$ cat config.mk
export PLATFORM = sky130hd
export DESIGN_NAME = ow_rom_slave
export DESIGN_NICKNAME = d
export VERILOG_FILES = /design/src/rtl/ow_pkg.sv /design/src/rtl/ow_line_filter.sv /design/src/rtl/ow_us_tick.sv /design/src/rtl/ow_slot_engine.sv /design/src/rtl/ow_rom_ctrl.sv /design/src/rtl/ow_rom_slave.sv
export SDC_FILE = /design/constraint.sdc
export NUM_CORES = 1
export LEC_CHECK = 0
export BUFFER_PORTS_ARGS = -buffer_cell sky130_fd_sc_hd__buf_2
export CAP_MARGIN = 25
export CORE_ASPECT_RATIO = 1.2
export CORE_MARGIN = 1.5
export CORE_UTILIZATION = 55
export CTS_BUF_LIST = sky130_fd_sc_hd__clkbuf_16
export CTS_CLUSTER_SIZE = 30
export DETAILED_ROUTE_END_ITERATION = 10
export HOLD_SLACK_MARGIN = 0.03
export PLACE_DENSITY_LB_ADDON = 0.12
export SLEW_MARGIN = 20
export SYNTH_ARGS = -nofsm -noshare
export SYNTH_HDL_FRONTEND = slang
export SYNTH_SLANG_ARGS = --single-unit
$ cat constraint.sdc
create_clock -name clk -period 3.5 [get_ports clk]
set_input_delay 0 -clock clk [delete_from_list [all_inputs] [get_ports clk]]
set_output_delay 0 -clock clk [all_outputs]
set_load 0.02 [all_outputs]
$ cat src/rtl/ow_pkg.sv
package ow_pkg;

  localparam int TW = 9;

  typedef enum logic [2:0] {E_IDLE, E_SLOT, E_PWAIT, E_PDRV, E_PREL} eng_st_t;
  typedef enum logic [2:0] {R_DEAD, R_CMD, R_RDROM, R_MATCH, R_SRCH, R_FUNC} rom_st_t;
  typedef enum logic [2:0] {T_RST, T_PWAIT, T_PDRV, T_SAMP, T_HOLD} tkind_t;

  localparam logic [7:0] OP_READ     = 8'h33;
  localparam logic [7:0] OP_READ_ALT = 8'h39;
  localparam logic [7:0] OP_MATCH    = 8'h55;
  localparam logic [7:0] OP_SKIP     = 8'hCC;
  localparam logic [7:0] OP_SEARCH   = 8'hF0;
  localparam logic [7:0] OP_RESUME   = 8'hA5;

  // Microsecond limits for each timed event, per speed profile.
  function automatic logic [TW-1:0] slot_us(input logic od, input tkind_t k);
    case (k)
      T_RST:   return od ? TW'(16) : TW'(120);
      T_PWAIT: return od ? TW'(2)  : TW'(20);
      T_PDRV:  return od ? TW'(10) : TW'(100);
      T_SAMP:  return od ? TW'(3)  : TW'(30);
      default: return od ? TW'(4)  : TW'(40);
    endcase
  endfunction

  // Decode of the address-layer command byte.
  function automatic rom_st_t op_next(input logic [7:0] op, input logic alt,
                                      input logic resume);
    if (op == (alt ? OP_READ_ALT : OP_READ)) return R_RDROM;
    case (op)
      OP_MATCH:  return R_MATCH;
      OP_SKIP:   return R_FUNC;
      OP_SEARCH: return R_SRCH;
      OP_RESUME: return resume ? R_FUNC : R_DEAD;
      default:   return R_DEAD;
    endcase
  endfunction

endpackage

$ cat src/rtl/ow_line_filter.sv
module ow_line_filter #(
  parameter int FILT = 2
) (
  input  logic clk,
  input  logic rst_n,
  input  logic line_raw,
  output logic line_q,
  output logic fall,
  output logic rise
);
  localparam int RW = $clog2(FILT) + 1;

  logic [1:0]    sync;
  logic [RW-1:0] run;

  always_ff @(posedge clk) begin
    if (!rst_n) begin
      sync   <= 2'b11;
      line_q <= 1'b1;
      run    <= '0;
      fall   <= 1'b0;
      rise   <= 1'b0;
    end else begin
      sync <= {sync[0], line_raw};
      fall <= 1'b0;
      rise <= 1'b0;
      if (sync[1] == line_q) begin
        run <= '0;
      end else if (run == RW'(FILT - 1)) begin
        line_q <= sync[1];
        run    <= '0;
        fall   <= line_q;
        rise   <= ~line_q;
      end else begin
        run <= run + 1'b1;
      end
    end
  end
endmodule

$ cat src/rtl/ow_us_tick.sv
module ow_us_tick #(
  parameter int CLK_PER_US = 50
) (
  input  logic clk,
  input  logic rst_n,
  output logic tick
);
  localparam int DW = $clog2(CLK_PER_US) + 1;

  logic [DW-1:0] div;

  always_ff @(posedge clk) begin
    if (!rst_n) begin
      div  <= '0;
      tick <= 1'b0;
    end else if (div == DW'(CLK_PER_US - 1)) begin
      div  <= '0;
      tick <= 1'b1;
    end else begin
      div  <= div + 1'b1;
      tick <= 1'b0;
    end
  end
endmodule

$ cat src/rtl/ow_slot_engine.sv
module ow_slot_engine
  import ow_pkg::*;
(
  input  logic clk,
  input  logic rst_n,
  input  logic tick,
  input  logic line_q,
  input  logic fall,
  input  logic rise,
  input  logic speed_sel,
  input  logic rd_en,
  input  logic rd_bit,
  output logic drive_low,
  output logic bus_rst,
  output logic bit_done,
  output logic bit_val,
  output logic slot_rd
);
  eng_st_t       st;
  logic          od_q, rst_seen, sampled;
  logic [TW-1:0] cnt, low_us;

  always_ff @(posedge clk) begin
    if (!rst_n) begin
      st        <= E_IDLE;
      od_q      <= 1'b0;
      rst_seen  <= 1'b0;
      sampled   <= 1'b0;
      cnt       <= '0;
      low_us    <= '0;
      drive_low <= 1'b0;
      bus_rst   <= 1'b0;
      bit_done  <= 1'b0;
      bit_val   <= 1'b0;
      slot_rd   <= 1'b0;
    end else begin
      bus_rst  <= 1'b0;
      bit_done <= 1'b0;
      // length of the present low period, independent of slot state
      if (line_q) low_us <= '0;
      else if (tick && low_us != {TW{1'b1}}) low_us <= low_us + 1'b1;
      if (!line_q && low_us >= slot_us(od_q, T_RST)) rst_seen <= 1'b1;
      if (tick && cnt != {TW{1'b1}}) cnt <= cnt + 1'b1;

      if (rise && rst_seen) begin
        rst_seen  <= 1'b0;
        bus_rst   <= 1'b1;
        drive_low <= 1'b0;
        cnt       <= '0;
        st        <= E_PWAIT;
      end else begin
        case (st)
          E_IDLE: if (fall) begin
            od_q      <= speed_sel;
            cnt       <= '0;
            sampled   <= 1'b0;
            slot_rd   <= rd_en;
            drive_low <= rd_en & ~rd_bit;
            st        <= E_SLOT;
          end
          E_SLOT: begin
            if (!sampled && cnt >= slot_us(od_q, T_SAMP)) begin
              sampled  <= 1'b1;
              bit_done <= 1'b1;
              bit_val  <= line_q;
            end
            if (cnt >= slot_us(od_q, T_HOLD)) begin
              drive_low <= 1'b0;
              if (sampled && line_q) st <= E_IDLE;
            end
          end
          E_PWAIT: if (cnt >= slot_us(od_q, T_PWAIT)) begin
            cnt       <= '0;
            drive_low <= 1'b1;
            st        <= E_PDRV;
          end
          E_PDRV: if (cnt >= slot_us(od_q, T_PDRV)) begin
            drive_low <= 1'b0;
            st        <= E_PREL;
          end
          E_PREL: if (line_q) st <= E_IDLE;
          default: st <= E_IDLE;
        endcase
      end
    end
  end
endmodule

$ cat src/rtl/ow_rom_ctrl.sv
module ow_rom_ctrl
  import ow_pkg::*;
(
  input  logic        clk,
  input  logic        rst_n,
  input  logic        bus_rst,
  input  logic        bit_done,
  input  logic        bit_val,
  input  logic        slot_rd,
  input  logic [63:0] dev_addr,
  input  logic        alt_read_op,
  input  logic        fn_tx_en,
  input  logic        fn_tx_bit,
  output logic        rd_en,
  output logic        rd_bit,
  output logic [7:0]  rx_byte,
  output logic        rx_valid,
  output logic        tx_ack,
  output logic        rom_done
);
  rom_st_t    st;
  logic [5:0] idx;
  logic [1:0] sub;
  logic [6:0] sh;
  logic       resume_q;

  wire [7:0] byte_in = {bit_val, sh};
  wire       own_bit = dev_addr[idx];

  assign rom_done = (st == R_FUNC);

  always_comb begin
    rd_en  = 1'b0;
    rd_bit = 1'b1;
    case (st)
      R_RDROM: begin rd_en = 1'b1; rd_bit = own_bit; end
      R_SRCH: if (sub != 2'd2) begin rd_en = 1'b1; rd_bit = own_bit ^ sub[0]; end
      R_FUNC:  begin rd_en = fn_tx_en; rd_bit = fn_tx_bit; end
      default: ;
    endcase
  end

  always_ff @(posedge clk) begin
    if (!rst_n) begin
      st       <= R_DEAD;
      idx      <= '0;
      sub      <= '0;
      sh       <= '0;
      resume_q <= 1'b0;
      rx_byte  <= '0;
      rx_valid <= 1'b0;
      tx_ack   <= 1'b0;
    end else begin
      rx_valid <= 1'b0;
      tx_ack   <= 1'b0;
      if (bus_rst) begin
        st  <= R_CMD;
        idx <= '0;
        sub <= '0;
      end else if (bit_done) begin
        case (st)
          R_CMD: begin
            sh  <= byte_in[7:1];
            idx <= idx + 6'd1;
            if (idx == 6'd7) begin
              idx <= '0;
              st  <= op_next(byte_in, alt_read_op, resume_q);
            end
          end
          R_RDROM: begin
            idx <= idx + 6'd1;
            if (idx == 6'd63) st <= R_FUNC;
          end
          R_MATCH: begin
            if (bit_val != own_bit) begin
              st       <= R_DEAD;
              resume_q <= 1'b0;
            end else if (idx == 6'd63) begin
              idx      <= '0;
              st       <= R_FUNC;
              resume_q <= 1'b1;
            end else begin
              idx <= idx + 6'd1;
            end
          end
          R_SRCH: begin
            if (sub != 2'd2) begin
              sub <= sub + 2'd1;
            end else begin
              sub <= '0;
              if (bit_val != own_bit) begin
                st       <= R_DEAD;
                resume_q <= 1'b0;
              end else if (idx == 6'd63) begin
                idx      <= '0;
                st       <= R_FUNC;
                resume_q <= 1'b1;
              end else begin
                idx <= idx + 6'd1;
              end
            end
          end
          R_FUNC: begin
            if (slot_rd) begin
              tx_ack <= 1'b1;
            end else begin
              sh  <= byte_in[7:1];
              idx <= idx + 6'd1;
              if (idx[2:0] == 3'd7) begin
                idx      <= '0;
                rx_byte  <= byte_in;
                rx_valid <= 1'b1;
              end
            end
          end
          default: ;
        endcase
      end
    end
  end
endmodule

$ cat src/rtl/ow_rom_slave.sv
module ow_rom_slave #(
  parameter int CLK_PER_US = 50,
  parameter int FILT       = 2
) (
  input  logic        clk,
  input  logic        rst_n,
  input  logic        line_in,
  input  logic        speed_sel,
  input  logic        alt_read_op,
  input  logic [63:0] dev_addr,
  input  logic        fn_tx_en,
  input  logic        fn_tx_bit,
  output logic        line_pull,
  output logic [7:0]  rx_byte,
  output logic        rx_valid,
  output logic        tx_ack,
  output logic        rom_done
);
  // named internal events, also observed by the bound checker
  logic tick, line_q, fall, rise;
  logic bus_rst, bit_done, bit_val, slot_rd;
  logic rd_en, rd_bit;

  ow_us_tick #(.CLK_PER_US(CLK_PER_US)) u_tick (
    .clk(clk), .rst_n(rst_n), .tick(tick));

  ow_line_filter #(.FILT(FILT)) u_filt (
    .clk(clk), .rst_n(rst_n), .line_raw(line_in),
    .line_q(line_q), .fall(fall), .rise(rise));

  ow_slot_engine u_eng (
    .clk(clk), .rst_n(rst_n), .tick(tick), .line_q(line_q),
    .fall(fall), .rise(rise), .speed_sel(speed_sel),
    .rd_en(rd_en), .rd_bit(rd_bit), .drive_low(line_pull),
    .bus_rst(bus_rst), .bit_done(bit_done), .bit_val(bit_val),
    .slot_rd(slot_rd));

  ow_rom_ctrl u_rom (
    .clk(clk), .rst_n(rst_n), .bus_rst(bus_rst), .bit_done(bit_done),
    .bit_val(bit_val), .slot_rd(slot_rd), .dev_addr(dev_addr),
    .alt_read_op(alt_read_op), .fn_tx_en(fn_tx_en), .fn_tx_bit(fn_tx_bit),
    .rd_en(rd_en), .rd_bit(rd_bit), .rx_byte(rx_byte),
    .rx_valid(rx_valid), .tx_ack(tx_ack), .rom_done(rom_done));
endmodule

==> results of run 1 <==
per-layer routing:
layer	track usage [%]	share of wire (%)	wire length [µm]
met4	7.32	1.3	131
met2	42.9	53	5390
met5	0	0	0
met3	4.44	3.7	374
met1	28.2	42	4340
cell families after synthesis:
kind of cell	Yosys count	synth area share, %
fa+ha+maj	22	6.13
simple gates	233	25.9
mux	55	13.7
flops	73	32.6
xor+xnor	17	3.32
buf+inv	44	3.96
compound gates	98	14.4
critical path, cell delays in order, from the launching register on:
cell     delay, ns
dfxtp_1       0.35
mux4_2        0.49
and3b_1       0.18
or4_1         0.50
o22a_2        0.26
mux2_4        0.33
a41o_4        0.27
o22a_1        0.29
o221a_1       0.24
power groups by stage:
stage	clock [mW]	sequential, mW	combinational [mW]
after floorplan	0	0.859	0.0450
after global placement	0	0.861	0.0910
after detailed placement	0	0.861	0.0930
after CTS	0.849	0.843	0.0969
after global routing	0.888	0.843	0.107
final	0.834	0.843	0.0959
path summary, 6_finish.rpt:
check            startpoint              to  slack, ns  depth (start not counted)
max            u_rom.idx[0]    u_rom.idx[3]       0.47                          8
min                fn_tx_en   u_eng.slot_rd       0.25                          5
max reg2reg    u_rom.idx[0]    u_rom.idx[3]       0.47                          8
min reg2reg  u_filt.sync[0]  u_filt.sync[1]       0.42                          1
state kept, by name, indices dropped and copies added (netlist names), 2 cells and up:
name	cells
u_eng.low_us	9
u_rom.sub	2
u_eng.cnt	9
u_rom.idx	6
u_rom.st	3
u_tick.div	7
u_filt.sync	2
u_eng.st	3
u_rom.rx_byte	8
u_filt.run	2
u_rom.sh	7
layout by cell type (no fill, tap or decap), types with 10 or more instances in the layout:
master,synthesis,final
nor2_1,81,81
mux2i_1,44,44
dfxtp_1,73,73
a21oi_1,27,27
nand2b_1,15,15
nand2_1,45,45
nand3_1,18,18
inv_1,14,14
xor2_1,10,10
ha_1,22,22
o21ai_0,20,20
buf_2,4,82
nand4_1,10,10
through the flow:
step / worst slack [ns] / hold WS, ns / power [mW] / area, µm² / instances
after floorplan: 0.477 / 0.101 / 0.904 / 4490 / 542
after global placement: 0.520 / 0.179 / 0.952 / 4940 / 692
after detailed placement: 0.468 / 0.185 / 0.954 / 4940 / 692
after CTS: 0.464 / 0.237 / 1.79 / 5250 / 711
after global routing: 0.248 / 0.311 / 1.84 / 5250 / 711
final: 0.468 / 0.247 / 1.77 / 5250 / 711
final cells by class:
class / instances / area [µm²]
Sequential cell: 73 / 1460
Fill cell: 683 / 2550
Inverter: 16 / 60.1
Clock inverter: 6 / 42.5
Clock buffer: 9 / 225
Tap cell: 92 / 115
Timing Repair Buffer: 90 / 493
Multi-Input combinational cell: 425 / 2850
timing repair:
action,in CTS,in global routing
hold buffers,4,0
endpoints found under the hold margin,5,0
setup buffers,0,0
==> flow_metrics.env, run 1 <==
export IMPL_status="complete, but fails checks"
export IMPL_violations="design-rule violations"
export IMPL_power_frac_comb_pct=5.4
export IMPL_p_clk_share_pct=47.0
export IMPL_setup_violations=0
export IMPL_grt_antenna_before_repair=0
export IMPL_die_w_um=85.5
export IMPL_synthCells=542
export IMPL_fin_setup_tns_ns=0
export IMPL_drtAntennaViolNets=0
export IMPL_die_h_um=102
export IMPL_p_seq_share_pct=47.6
export IMPL_coreArea_um2=7790
export IMPL_max_cap_violations=0
export IMPL_postLayoutCoreUtil_pct=67.3
export IMPL_diodes=0
export IMPL_grt_setup_unrepaired="false"
export IMPL_viasPerCell=5.87
export IMPL_intPower_mw=1.37
export IMPL_nets=708
export IMPL_post_route_min_period_ns=3.03
export IMPL_grt_max_degree=33
export IMPL_htreeDepth=3
export IMPL_insertion_delay_ns=0.33
export IMPL_p_leak_nw=2.22
export IMPL_slew_headroom_pct=44.7
export IMPL_dieArea_um2=8710
export IMPL_wire_per_inst_um=14.4
export IMPL_cellPowerDensity_nw_per_um2=338
export IMPL_synth_most_common_cell="nor2_1"
export IMPL_vias=4171
export IMPL_gp_congestion=0.896
export IMPL_cp_max_fo=6
export IMPL_yosys_warnings=0
export IMPL_cts_tree="done"
export IMPL_synth_top_area_cell="dfxtp_1"
export IMPL_clock_fmax_mhz=330
export IMPL_crit_required_ns=3.71
export IMPL_synth_cell_types=65
export IMPL_syn_nets=635
export IMPL_switching_power_mw=0.405
export IMPL_crit_arrival_ns=3.25
export IMPL_crit_type="register to register"
export IMPL_dp_hpwl_um=7570
export IMPL_grt_pass1_wl_um=16800
export IMPL_report_final_slew_viol_count=0
export IMPL_hp_class="input port to register"
export IMPL_drt_iter0_markers=246
export IMPL_dr_pass1_iters=7
export IMPL_yosysSeqAreaShare_pct=32.6
export IMPL_grt_ovfl_total=0
export IMPL_start_util_pct=57.6
export IMPL_synth_edf_count=0
export IMPL_tightest_slew_ns=0.823
export IMPL_clock_sinks=73
export IMPL_drc=5
export IMPL_ys_flop_type="dfxtp_1"
export IMPL_cts_clk_slew_worst_paths_ns=0.06
export IMPL_finClkSkew_ns=0.00723
export IMPL_drt_total_wl_um=10200
export IMPL_hold_viol=0
export IMPL_worstSetupEndpointType="register"
export IMPL_cts_buffers_inserted=9
export IMPL_syn_to_final_growth_pct=16.9
export IMPL_track_usage_pct=23.6
export IMPL_swShare_pct=22.8
export IMPL_cts_root_buf="clkbuf_16"
export IMPL_rows=35
export IMPL_io_pins=83
export IMPL_synthTopCellsByArea="dfxtp_1, mux2i_1, nor2_1"
export IMPL_ctsResizeCount=0
export IMPL_async_flop_share_pct=0
export IMPL_drive_above_1_share_pct=18.3
export IMPL_syn_avg_cell_area_um2=8.28
export IMPL_clockBufferDepth=2
export IMPL_start_kind="register"
export IMPL_ys_seq_elements=73
export IMPL_post_route_period_util_pct=86.6
export IMPL_netlist_area_um2=4490
export IMPL_yosys_area_top_type_share_pct=32.6
export IMPL_ys_top_cells_by_count="nor2_1, dfxtp_1, nand2_1, mux2i_1, a21oi_1"
export IMPL_max_vdd_ir_drop_v=0.000417
export IMPL_first_global_vias=3835
export IMPL_portBuffers=82
Power figures use the tool's default switching activity.
==> inputs of run 2 (changes only) <==
Settings changed: BUFFER_PORTS_ARGS -buffer_cell sky130_fd_sc_hd__buf_2 to default, DONT_BUFFER_PORTS from default to 1.
==> run 2 against run 1 <==
Effect of this change:
- setup slack better by 0.011 ns
- utilization fell by 5.1 points
- fmax rose by 0.37%
- final cell count decreased by 11%
- register-to-register slack hardly changed
- global-route usage fell by 1.2 points
- the flow still finishes with violations (design-rule violations)
- non-clock buffer count is 81 lower
- largest power group unchanged
==> flow_metrics.env, run 2 (synthesis results as in run 1) <==
export IMPL_cts_hold_buf=4
export IMPL_cts_clk_slew_worst_paths_ns=0.06
export IMPL_power_total_mw=1.73
export IMPL_dieArea_um2=8710
export IMPL_track_usage_pct=22.4
export IMPL_status="complete, but fails checks"
export IMPL_grtUsageMet2_pct=40.6
export IMPL_gp_congestion=0.903
export IMPL_clock_fmax_mhz=331
export IMPL_start_util_pct=57.6
export IMPL_fin_hold_ws_ns=0.0546
export IMPL_slew_headroom_pct=47.5
export IMPL_tightest_slew_ns=0.781
export IMPL_drive_above_1_share_pct=5.75
export IMPL_crit_arrival_ns=3.24
export IMPL_hp_class="input port to register"
export IMPL_crit_required_ns=3.72
export IMPL_cts_tree="done"
export IMPL_layout_common_cells="nor2_1, dfxtp_1, nand2_1, mux2i_1, a21oi_1"
export IMPL_diodes=0
export IMPL_crit_type="register to register"
export IMPL_dr_pass1_iters=7
export IMPL_ctsResizeCount=0
export IMPL_post_route_min_period_ns=3.02
export IMPL_grt_antenna_before_repair=0
export IMPL_busiest_layer="met2"
export IMPL_cp_max_fo=6
export IMPL_drc=5
export IMPL_coreArea_um2=7790
export IMPL_grt_pass1_wl_um=15900
export IMPL_cts_setup_buffers=0
export IMPL_max_vdd_ir_drop_v=0.000333
export IMPL_insertion_delay_ns=0.33
export IMPL_max_cap_violations=0
export IMPL_reg_top3="u_eng.cnt: 9 flops, u_eng.low_us: 9 flops, u_rom.rx_byte: 8 flops"
export IMPL_cellPowerDensity_nw_per_um2=357
export IMPL_violations="design-rule violations"
export IMPL_grt_ovfl_total=0
export IMPL_start_kind="register"
export IMPL_die_w_um=85.5
export IMPL_cts_root_buf="clkbuf_16"
export IMPL_use_met3_pct=4.60
export IMPL_place_area_um2=4530
export IMPL_htreeDepth=3
export IMPL_drtAntennaViolNets=0
export IMPL_syn_to_final_growth_pct=7.98
export IMPL_viasPerCell=5.99
export IMPL_layout_commonest_cell="nor2_1"
export IMPL_die_h_um=102
export IMPL_drt_iter0_markers=169
export IMPL_fin_area_um2=4840
export IMPL_p_leak_nw=1.89
export IMPL_dp_hpwl_um=7130
export IMPL_drt_total_wl_um=9580
export IMPL_fill_cells=734
export IMPL_first_global_vias=3535
export IMPL_post_route_period_util_pct=86.3
export IMPL_wire_per_inst_um=15.2
export IMPL_finClkSkew_ns=0.00734
export IMPL_clock_sinks=73
export IMPL_fin_setup_tns_ns=0
export IMPL_vias=3779
export IMPL_report_final_slew_viol_count=0
export IMPL_cts_buffers_inserted=9
export IMPL_use_met1_pct=26.8
export IMPL_worstSetupEndpointType="register"
export IMPL_rows=35
export IMPL_setup_violations=0
export IMPL_grt_max_degree=33
export IMPL_hold_viol=0
export IMPL_nets=627
export IMPL_clockBufferDepth=2
export IMPL_grt_setup_unrepaired="false"
export IMPL_io_pins=83
export IMPL_portBuffers=0
## run 2: changes by cell type in the layout (fill, tap and decap cells not counted)
cell      delta
buf_4        +1
inv_1        +1
clkinv_1     +1
buf_2       -82
clkinv_2     -1
## run 2: metrics by stage
stage          std cells  util, %  worst slack (ns)
2_1_floorplan        542        -             0.477
3_3_place_gp         611     58.2             0.512
3_5_place_dp         611     58.2             0.485
4_1_cts              631     62.2             0.474
5_1_grt              631     62.2             0.309
6_report             631     62.2             0.480
## run 2: worst paths after layout
path	startpoint	endpoint	slack (ns)	cells past startpoint
hold / removal	rst_n	u_eng.low_us[8]	0.05	2
setup reg to reg	u_rom.idx[0]	u_rom.idx[3]	0.48	8
setup / recovery	u_rom.idx[0]	u_rom.idx[3]	0.48	8
hold reg to reg	u_filt.sync[0]	u_filt.sync[1]	0.41	1
## run 2: final cells by class
| cell class | instances | area (µm²) | area share [%] |
|---|---|---|---|
| Clock inverter | 7 | 45.0 | 0.930 |
| Sequential cell | 73 | 1460 | 30.2 |
| Tap cell | 92 | 115 | 2.38 |
| Timing Repair Buffer | 9 | 90.1 | 1.86 |
| Multi-Input combinational cell | 425 | 2850 | 58.8 |
| Inverter | 16 | 60.1 | 1.24 |
| Clock buffer | 9 | 225 | 4.65 |
## run 2: metal layers
layer | wire length [µm] | part of all wire (%) | up-vias
met5 | 0 | 0 | -
met2 | 4940 | 52 | 66
met1 | 4170 | 44 | 1756
li1 | - | - | 1949
met3 | 390 | 4.1 | 8
met4 | 82 | 0.86 | 0
## run 2: critical path, cell delays in order, from the launching register on
cell,delay (ns)
dfxtp_1,0.34
mux4_2,0.49
and3b_1,0.18
or4_1,0.50
o22a_2,0.26
mux2_4,0.33
a41o_4,0.27
o22a_1,0.29
o221a_1,0.24
## run 2: power breakdown
group          leakage (nW)  internal, mW  switching, mW
Clock                 0.131         0.478          0.353
Sequential            0.589         0.837        0.00627
Combinational          1.17        0.0264         0.0308
==> inputs of run 3 (changes only) <==
Settings changed: PLACE_DENSITY from default to 0.7, PLACE_DENSITY_LB_ADDON 0.12 to default.
==> run 3 against run 2 <==
Effect of this change:
- the flow still finishes with violations (design-rule violations)
- count of clock-buffer cells in the layout unchanged
- setup slack got worse by 0.017 ns
- via count increased by 1.5%
- critical path depth unchanged
- sequential share of layout area decreased by 0.085 points
- die area unchanged
- hold slack improved by 0.0096 ns
- fmax decreased by 0.56%
- sequential cell count unchanged
- sequential power about the same
- final cell count decreased by 0.48%
- global-route usage increased by 0.52 points
- largest cell class unchanged
- highest routed layer unchanged
==> flow_metrics.env, run 3 (synthesis results as in run 1) <==
export IMPL_status="complete, but fails checks"
export IMPL_violations="design-rule violations"
export IMPL_worstSetupEndpointType="register"
export IMPL_crit_arrival_ns=3.25
export IMPL_placedCellCount=611
export IMPL_preCtsSetupSlack_ns=0.463
export IMPL_grt_max_degree=33
export IMPL_track_usage_pct=22.9
export IMPL_drt_total_wl_um=9750
export IMPL_htreeDepth=3
export IMPL_grt_setup_unrepaired="false"
export IMPL_tightest_slew_ns=0.798
export IMPL_vias=3834
export IMPL_multi_input_area_um2=2850
export IMPL_clock_sinks=73
export IMPL_rows=35
export IMPL_drtAntennaViolNets=0
export IMPL_dieArea_um2=8710
export IMPL_cellPowerDensity_nw_per_um2=383
export IMPL_cts_root_buf="clkbuf_16"
export IMPL_start_kind="register"
export IMPL_portBuffers=0
export IMPL_crit_type="register to register"
export IMPL_cts_hold_buf=3
export IMPL_cts_clk_slew_worst_paths_ns=0.06
export IMPL_setup_violations=0
export IMPL_layout_common_cells="nor2_1, dfxtp_1, nand2_1, mux2i_1, a21oi_1"
export IMPL_start_util_pct=57.6
export IMPL_drt_iter0_markers=187
export IMPL_first_global_vias=3707
export IMPL_hp_class="input port to register"
export IMPL_post_route_period_util_pct=86.8
export IMPL_drc=5
export IMPL_report_final_slew_viol_count=0
export IMPL_layout_commonest_cell="nor2_1"
export IMPL_finClkSkew_ns=0.00466
export IMPL_reg_top3="u_eng.cnt: 9 flops, u_eng.low_us: 9 flops, u_rom.rx_byte: 8 flops"
export IMPL_io_pins=83
export IMPL_crit_required_ns=3.72
export IMPL_slew_headroom_pct=46.4
export IMPL_hold_viol=0
export IMPL_cp_max_fo=6
export IMPL_place_area_um2=4520
export IMPL_fill_cells=708
export IMPL_cts_tree="done"
export IMPL_layout_area_seq_um2=1460
export IMPL_die_h_um=102
export IMPL_cts_setup_buffers=0
export IMPL_gp_congestion=0.881
export IMPL_layoutNonFillerInstCount=628
export IMPL_post_route_min_period_ns=3.04
export IMPL_drive_above_1_share_pct=5.78
export IMPL_clockBufferDepth=2
export IMPL_coreArea_um2=7790
export IMPL_diodes=0
export IMPL_p_leak_nw=1.90
export IMPL_ctsResizeCount=0
export IMPL_wire_per_inst_um=15.5
export IMPL_fin_area_um2=4860
export IMPL_grt_pass1_wl_um=16400
export IMPL_viasPerCell=6.11
export IMPL_die_w_um=85.5
export IMPL_setup_ws_ns=0.463
export IMPL_grt_antenna_before_repair=0
export IMPL_nets=626
export IMPL_dr_pass1_iters=8
export IMPL_max_vdd_ir_drop_v=0.000233
export IMPL_insertion_delay_ns=0.33
export IMPL_fin_setup_tns_ns=0
export IMPL_cts_buffers_inserted=9
export IMPL_clock_fmax_mhz=329
export IMPL_dp_hpwl_um=7190
export IMPL_grt_ovfl_total=0
export IMPL_syn_to_final_growth_pct=8.28
export IMPL_max_cap_violations=0
run 3: cell types whose count changed in the layout (fill, tap and decap cells not counted), sizes merged:
cell / previous run / this run
bufinv: 0 / 2
dlygate4sd3: 4 / 3
inv: 17 / 15
clkinv: 4 / 3
clkinvlp: 2 / 1
run 3: power by group:
group	internal, mW	switching, mW
combinational	0.0257	0.0304
sequential	0.837	0.00625
clock	0.617	0.343
run 3: worst paths after layout:
path,from,end,slack [ns],cells past startpoint
hold / removal,rst_n,u_rom.rx_byte[6],0.06,3
setup reg to reg,u_rom.idx[0],u_rom.idx[3],0.46,8
hold reg to reg,u_filt.sync[0],u_filt.sync[1],0.42,1
setup / recovery,u_rom.idx[0],u_rom.idx[3],0.46,8
run 3: metrics by stage:
step	util (%)	hold WS [ns]	power [mW]
after floorplan	-	0.101	0.904
after global placement	58.0	0.0747	0.912
after detailed placement	58.0	0.0786	0.914
after CTS	62.3	0.0622	1.87
after global routing	62.3	0.101	1.93
final	62.3	0.0642	1.86
run 3: metal layers:
metal  up-vias  part of all wire, %  GRT usage (%)
met4         0                  1.2           6.82
met2        79                   51           41.6
met1      1805                   43           27.1
met3        11                  4.7           4.85
met5         -                    0              0
li1       1939                    -              -
run 3: layout make-up:
class / count / area share (%)
Multi-Input combinational cell: 425 / 58.6
Sequential cell: 73 / 30.1
Clock buffer: 9 / 4.64
Tap cell: 92 / 2.37
Clock inverter: 5 / 1.67
Timing Repair Buffer: 8 / 1.39
Inverter: 16 / 1.24
run 3: worst max-delay path, cell delays in order, from the launching register on:
cell     delay, ns
dfxtp_1       0.35
mux4_2        0.49
and3b_1       0.18
or4_1         0.50
o22a_2        0.27
mux2_4        0.33
a41o_4        0.27
o22a_1        0.29
o221a_1       0.24
